==> src/rtl/ts_out_bypass_pkg.sv <==
package ts_out_bypass_pkg;

  localparam logic [1:0] MODE_BYPASS = 2'b10;

  typedef struct packed {
    logic selBypass;
    logic drive;
    logic errLevel;
  } routeStrobes_t;

endpackage

==> src/rtl/ts_out_bypass_ctrl.sv <==
module ts_out_bypass_ctrl
  import ts_out_bypass_pkg::*;
(
  input  logic [1:0]    modeSel,
  input  logic          errPolarity,
  input  logic          outEnable,
  output routeStrobes_t strb
);

  always_comb begin
    strb.selBypass = (modeSel == MODE_BYPASS);
    strb.drive     = outEnable;
    strb.errLevel  = errPolarity;
  end

endmodule

==> src/rtl/ts_out_bypass_path.sv <==
module ts_out_bypass_path
  import ts_out_bypass_pkg::*;
#(
  parameter int DATA_W = 8,
  localparam int PIN_N = DATA_W + 4
) (
  input  routeStrobes_t     strb,
  input  logic [DATA_W-1:0] tsData,
  input  logic              tsClk,
  input  logic              tsSync,
  input  logic              tsValid,
  input  logic              tsErr,
  input  logic [DATA_W-1:0] adcLow,
  input  logic              adcClk,
  output logic [DATA_W-1:0] outData,
  output logic              outClk,
  output logic              outSync,
  output logic              outValid,
  output logic              outErr,
  output logic [PIN_N-1:0]  outOe
);

  for (genvar b = 0; b < DATA_W; b++) begin : g_dataBit
    assign outData[b] = strb.selBypass ? adcLow[b] : tsData[b];
  end

  assign outClk   = strb.selBypass ? adcClk        : tsClk;
  assign outSync  = strb.selBypass ? 1'b0          : tsSync;
  assign outValid = strb.selBypass ? 1'b0          : tsValid;
  assign outErr   = strb.selBypass ? strb.errLevel : tsErr;

  for (genvar p = 0; p < PIN_N; p++) begin : g_pinOe
    assign outOe[p] = strb.drive;
  end

endmodule

==> src/rtl/ts_out_bypass_mux.sv <==
module ts_out_bypass_mux
  import ts_out_bypass_pkg::*;
#(
  parameter int DATA_W = 8,
  parameter int ADC_W  = 10,
  localparam int PIN_N = DATA_W + 4
) (
  input  logic [1:0]        modeSel,
  input  logic              errPolarity,
  input  logic              outEnable,
  input  logic [DATA_W-1:0] tsData,
  input  logic              tsClk,
  input  logic              tsSync,
  input  logic              tsValid,
  input  logic              tsErr,
  input  logic [ADC_W-1:0]  adcData,
  input  logic              adcClk,
  output logic [DATA_W-1:0] outData,
  output logic              outClk,
  output logic              outSync,
  output logic              outValid,
  output logic              outErr,
  output logic [PIN_N-1:0]  outOe
);

  routeStrobes_t strb;
  logic          unusedAdcHigh;

  assign unusedAdcHigh = ^adcData[ADC_W-1:DATA_W];

  ts_out_bypass_ctrl u_ctrl (
    .modeSel     (modeSel),
    .errPolarity (errPolarity),
    .outEnable   (outEnable),
    .strb        (strb)
  );

  ts_out_bypass_path #(.DATA_W(DATA_W)) u_path (
    .strb     (strb),
    .tsData   (tsData),
    .tsClk    (tsClk),
    .tsSync   (tsSync),
    .tsValid  (tsValid),
    .tsErr    (tsErr),
    .adcLow   (adcData[DATA_W-1:0]),
    .adcClk   (adcClk),
    .outData  (outData),
    .outClk   (outClk),
    .outSync  (outSync),
    .outValid (outValid),
    .outErr   (outErr),
    .outOe    (outOe)
  );

endmodule

==> config.mk <==
export PLATFORM = sky130hd
export DESIGN_NAME = ts_out_bypass_mux
export DESIGN_NICKNAME = d
export VERILOG_FILES = /design/src/rtl/ts_out_bypass_pkg.sv /design/src/rtl/ts_out_bypass_ctrl.sv /design/src/rtl/ts_out_bypass_path.sv /design/src/rtl/ts_out_bypass_mux.sv
export SDC_FILE = /design/constraint.sdc
export NUM_CORES = 1
export LEC_CHECK = 0
export BUFFER_PORTS_ARGS = -buffer_cell sky130_fd_sc_hd__buf_4
export CAP_MARGIN = 20
export CORE_AREA = 2 2 39 41
export DETAILED_ROUTE_END_ITERATION = 12
export DIE_AREA = 0 0 41 43
export PLACE_DENSITY_LB_ADDON = 0.15
export SLEW_MARGIN = 10
export SYNTH_ARGS = -nofsm -noshare
export SYNTH_HDL_FRONTEND = slang
export SYNTH_SLANG_ARGS = --single-unit
==> constraint.sdc <==
create_clock -name vclk -period 0.8
set_input_delay 0.08 -clock vclk [all_inputs]
set_output_delay 0.08 -clock vclk [all_outputs]
set_load 0.01 [all_outputs]
After elaboration in Yosys (flattened, before gate mapping):

Index checks and enable logic that the tools add are counted.

* input bits: 27
* bits in registers: 0
* logic and storage cells: 13

* multiplexer cells: 12
* eq/ne operators: 1

Operators by type and width (number)
* 1-bit 2-to-1 mux: 12
* 2-bit equality test (second input constant): 1

Depth between registers and ports, before layout:

Gate-level depths: netlist of the first run.

* depth after elaboration: 2
* gate-level depth with buffers: 3
* depth with buffers taken out: 2

By module:

From an unflattened synthesis of the first run, not the netlist that was laid out.

* cells, all modules: 28
* area, all modules: 290.3 um^2

By module, submodules not included
* ts_out_bypass_path: area an instance 261.5 um^2, cells an instance 25, sequential area each 0.0 um^2, times used 1
* ts_out_bypass_ctrl: area an instance 28.8 um^2, cells an instance 3, sequential area each 0.0 um^2, times used 1

Worst setup path after synthesis of the first run:

OpenSTA, ideal clock, no wires.

* path type: in2out
* from: input port modeSel[1]
* to: output port outClk
* buffers on the path: 1
* required time: 0.720 ns
* stages: 3
* arrival: 0.697 ns
* setup slack: 0.023 ns
* cells stage by stage: nor2b_4 -> buf_12 -> mux2_4

* cells in the longest elaborated chain, start to end: 2

Ends and longest elaborated chain
* start, declared: RTL line ts_out_bypass_mux.sv:8 `input logic [1:0] modeSel,`
* 2-bit equality test: RTL line ts_out_bypass_ctrl.sv:11 `strb.selBypass = (modeSel == MODE_BYPASS);`
* 1-bit 2-to-1 mux: RTL line ts_out_bypass_path.sv:27 `assign outClk = strb.selBypass ? adcClk : tsClk;`
* end, declared: RTL line ts_out_bypass_mux.sv:19 `output logic outClk,`

Every way passes these cells.

Worst setup path after layout of the first run:

* from: input port modeSel[0]
* to: output port outData[6]

* cells in the longest elaborated chain, start to end: 2

Ends and longest elaborated chain
* 2-bit equality test: RTL line ts_out_bypass_ctrl.sv:11
* 1-bit 2-to-1 mux: RTL line ts_out_bypass_path.sv:24 `assign outData[b] = strb.selBypass ? adcLow[b] : tsData[b];`
* end, declared: RTL line ts_out_bypass_mux.sv:18 `output logic [DATA_W-1:0] outData,`

Every way passes these cells.

==> out/qor.csv, run 1 <==
metric,value,unit
antenna_cells,0,
ir_drop,0.000227,V
slew_violations,0,
ys_types,6,
yosysWarnings,0,
final_cell_count_no_fill,68,
worstMarginPinSlew,131,ps
initial_core_util,0.205,
synth.largest_area_cell,mux2_4,
drtIter0Drc,0,
grt-ovfl-total,0,
vias_per_cell,3.91,
grt_max_degree,13,
p_comb_frac,1.000,
start_kind,input pin,
critPathKind,in2out,
avgSynthCellArea,10.9,um2
numPortBuffers,36,
p_seq_frac,0,
period_minus_slack,978,ps
routedWlPerCell,12.6,um
internal_power,240,uW
layout-drive-gt1-share,1.00,
status,"complete, but fails checks",
power_density,602,nW/um2
grt_pass1_vias,234,
finalSetupViolCount,12,
yosysSeqAreaShare,0,
p_leak,0.000300,uW
core,1380,um2
ant_nets,0,
dieArea,1760,um2
nFlopsAndLatches,0,
die_y,43,um
power.switching,96.3,uW
antenna_found_initial,0,
die_w,41,um
fmax,1020,MHz
cp-end-kind,output pin,
netlist_area,284,um2
place_congestion,0.622,
place_hpwl,742,um
synth_nets,53,
crit_path_max_fanout,6,
num_rows,14,
netSwitchingFraction,0.287,
vias,266,
nClkBuffers,0,
holdCritPathClass,in2out,
ios,51,
p_clk_frac,0,
synth_top_area_frac,0.423,
finalHoldViolCount,0,
seq_area,0,um2
grt_pass1_wl,1100,um
min_period_over_period,1.22,
dp.cells,68,
rsz0062_at_grt,yes,
synthCells,26,
postCtsSetupBuffers,0,
violations,negative setup slack,
areaGrowthSynthToFinish,96.5,%
setup_slack,-178,ps
worstPathArrival,900,ps
critPathRequiredTime,720,ps
final_util,0.403,
relSlewSlack,0.913,
drc,0,
netlist_top_cells_area,"mux2_4 (42%), buf_4 (32%), mux2_2 (7.9%)",
cap_violations,0,
dr.pass1.iters,1,
track_usage,0.0899,
wl,854,um
fin_nets,81,
final cells by class:
cell class	instances	area [um2]
repair buffers	39	357
well taps	16	20.0
fillers	141	826
multi-input cells	13	181
layer usage:
layer | up-vias | track usage | share of wire
met5 | - | 0 | 0
met2 | 20 | 0.200 | 0.59
met4 | 0 | 0 | 0
li1 | 127 | - | -
met3 | 0 | 0.0209 | 0.15
met1 | 119 | 0.0696 | 0.25
what timing repair did:
item                                    4_1_cts  5_1_grt
endpoints found under the setup margin       12       12
hold buffers                                  0        0
hold endpoints to repair                      0        0
pin swaps                                     0        0
gates resized for setup                      19        0
kinds of logic after synthesis:
logic type / count (synthesis) / synth area share
buf+inv: 13 / 0.388
mux: 10 / 0.502
simple gates: 3 / 0.110
worst max-delay path: stages:
cell and delay (ps):
buf_6 90, nor2b_4 140, buf_6 150, mux2_4 300, buf_6 120
power by group through the flow:
stage | sequential, uW | combinational (uW) | clock, uW
finish | 0 | 336 | 0
global route | 0 | 357 | 0
CTS | 0 | 340 | 0
detailed placement | 0 | 287 | 0
global placement | 0 | 287 | 0
floorplan | 0 | 185 | 0
cell usage in the layout (no fill, tap or decap):
cell type  instances
buf_6             17
nor2b_4            1
mux2_4            10
buf_4             22
and2b_2            2
synthesized netlist by cell type:
| master | number |
|---|---|
| buf_4 | 12 |
| mux2_4 | 8 |
| and2b_2 | 2 |
| mux2_2 | 2 |
| buf_12 | 1 |
| nor2b_4 | 1 |
metrics by stage:
step	setup TNS [ps]	cell area (um2)	power, uW	hold slack, ps	worst slack (ps)
floorplan	0	284	185	252	22.6
global placement	-2150	487	287	160	-211
detailed placement	-2200	487	287	160	-222
CTS	-1820	558	340	160	-184
global route	-2140	558	357	161	-216
finish	-1770	558	336	160	-178
final timing paths:
path | start | endpoint | slack [ps] | depth (start not counted)
hold / removal | outEnable | outOe[8] | 160 | 0
setup / recovery | modeSel[0] | outData[6] | -180 | 5
No activity file was read; power rests on OpenSTA's default activity.
==> run 2, diff against run 1 <==
Settings changed: SYNTH_HIERARCHICAL from default to 1.
==> run 2 against run 1 <==
The flow still finishes with violations (negative setup slack). Setup slack improved by 2.9 ps. Routed wire length increased by 4.0%. Critical path depth unchanged. Design area decreased by 0.45%. Synthesized cell count increased by 7.7%. Fmax increased by 0.30%. Die area unchanged. Non-clock buffer count decreased by 1. Flip-flop and latch count unchanged. Power about the same. Clock-buffer cell count unchanged. Critical endpoint is now outData[7].
==> out/qor.csv, run 2 <==
metric,value,unit,change
status,"complete, but fails checks",,
violations,negative setup slack,,
ant_nets,0,,unchanged
place_congestion,0.523,,-16%
routedWlPerCell,13.3,um,+5.5%
die_w,41,um,unchanged
numPortBuffers,36,,unchanged
min_path_cells,0,,unchanged
grt-ovfl-total,0,,unchanged
ys_types,6,,unchanged
antenna_cells,0,,unchanged
grt_pass1_vias,257,,+9.8%
ios,51,,unchanged
synth_nets,55,,+3.8%
critPathRequiredTime,720,ps,about the same
setup_slack,-175,ps,+2.93 ps
synth-adder-area-share,0,,unchanged
finalHoldViolCount,0,,unchanged
dr.pass1.iters,2,,+1
synth_xor_area_frac,0,,unchanged
track_usage,0.0989,,+0.00899
start_kind,input pin,,
slew_violations,0,,unchanged
layout_commonest_cell,buf_4,,
netlist_area,290,um2,+2.2%
synth_top_area_frac,0.414,,-0.00911
critPathKind,in2out,,
synth.largest_area_cell,mux2_4,,
cp-end-kind,output pin,,
areaGrowthSynthToFinish,91.4,%,
postCtsSetupBuffers,0,,unchanged
yosysMostFrequentCell,buf_4,,
finalSetupViolCount,12,,unchanged
avgSynthCellArea,10.4,um2,-5.1%
ir_drop,0.000221,V,-2.4%
yosysSeqAreaShare,0,,unchanged
yosysWarnings,6,,+6
final_util,0.401,,-0.00181
synth_top_family_by_area,multiplexers,,
core,1380,um2,unchanged
grt_max_degree,13,,unchanged
crit_path_max_fanout,10,,+4
dieArea,1760,um2,unchanged
nFlopsAndLatches,0,,unchanged
netlist_top_cells_area,"mux2_4 (41%), buf_4 (36%), mux2_2 (7.8%)",,
seq_area,0,um2,unchanged
final_cell_mix,"buf_4 (22), buf_6 (15), mux2_4 (10)",,
min_from,outEnable,,
finalPower,336,uW,about the same
whs_endpoint,outOe[10],,
holdCritPathClass,in2out,,
place_hpwl,780,um,+5.1%
fmax,1030,MHz,+0.30%
cap_violations,0,,unchanged
die_y,43,um,unchanged
worstMarginPinSlew,126,ps,-4.23 ps
vias,264,,-0.75%
relSlewSlack,0.916,,+0.00283
rsz0062_at_grt,yes,,
nClkBuffers,0,,unchanged
p_leak,0.000296,uW,-1.2%
min_period_over_period,1.22,,-0.00367
worstPathArrival,900,ps,about the same
fin_nets,80,,-1.2%
period_minus_slack,975,ps,-2.93 ps
drc,0,,unchanged
synth_compound_area_frac,0,,unchanged
drtIter0Drc,2,,+2
num_rows,14,,unchanged
antenna_found_initial,0,,unchanged
grt_pass1_wl,1210,um,+9.3%
power_density,605,nW/um2,+0.46%
vias_per_cell,3.94,,+0.73%
hold-worst-slack,161,ps,+1.23 ps
wl,888,um,+4.0%
synth.area.mux_share,0.491,,-0.0108
layout-drive-gt1-share,1.00,,unchanged
netlist_top_cells_count,"buf_4 (14), mux2_4 (8), and2b_2 (2), mux2_2 (2)",,
initial_core_util,0.210,,+0.00452
synth-simple-area-share,0.108,,-0.00237
synthCells,28,,+7.7%
-- run 2: cell types whose count changed after synthesis --
cell    delta
buf_12     -1
buf_4      +2
buf_6      +1
-- run 2: worst max-delay path by stage --
| stage | start | end |
|---|---|---|
| 6_report | modeSel[0] | outData[7] |
| 5_1_grt | modeSel[0] | outData[6] |
| 4_1_cts | modeSel[0] | outData[7] |
| 3_5_place_dp | modeSel[0] | outData[7] |
| 3_3_place_gp | modeSel[0] | outData[7] |
| 2_1_floorplan | modeSel[1] | outData[0] |
-- run 2: area by class of cell --
cell class / count / area [um2]
timing repair buffer: 38 / 354
fill: 134 / 828
multi-input combinational: 13 / 181
tap: 16 / 20.0
-- run 2: critical path, stage by stage --
cell and delay, ps:
buf_6 100, nor2b_4 140, buf_12 150, mux2_4 300, buf_6 120
-- run 2: per-layer routing --
| metal | routed length (um) | share of wire | vias to the layer above | global-route usage |
|---|---|---|---|---|
| met1 | 192 | 0.22 | 115 | 0.0696 |
| li1 | - | - | 126 | - |
| met4 | 0 | 0 | 0 | 0 |
| met3 | 173 | 0.19 | 0 | 0.0366 |
| met5 | 0 | 0 | - | 0 |
| met2 | 522 | 0.59 | 23 | 0.219 |
-- run 2: report_power, final --
group          leakage [uW]  internal (uW)  switching (uW)
combinational      0.000296            240            96.0
clock                     0              0               0
sequential                0              0               0
-- run 2: kinds of logic after synthesis --
family        after synthesis
mux                        10
buf+inv                    15
simple gates                3
-- run 2: per-stage QoR --
step / cells / cell area [um2] / TNS, ps / setup slack [ps]
final: 67 / 556 / -1830 / -175
after global placement: 67 / 492 / -2160 / -197
after detailed placement: 67 / 492 / -2280 / -208
after global routing: 67 / 556 / -2160 / -207
after CTS: 67 / 556 / -1890 / -181
after floorplan: 28 / 290 / 0 / 18.1
-- run 2: repair_timing --
action                     in CTS  in global routing
setup endpoints to repair      12                 12
gates resized for setup        17                  0
hold buffers                    0                  0
pin swaps                       0                  0
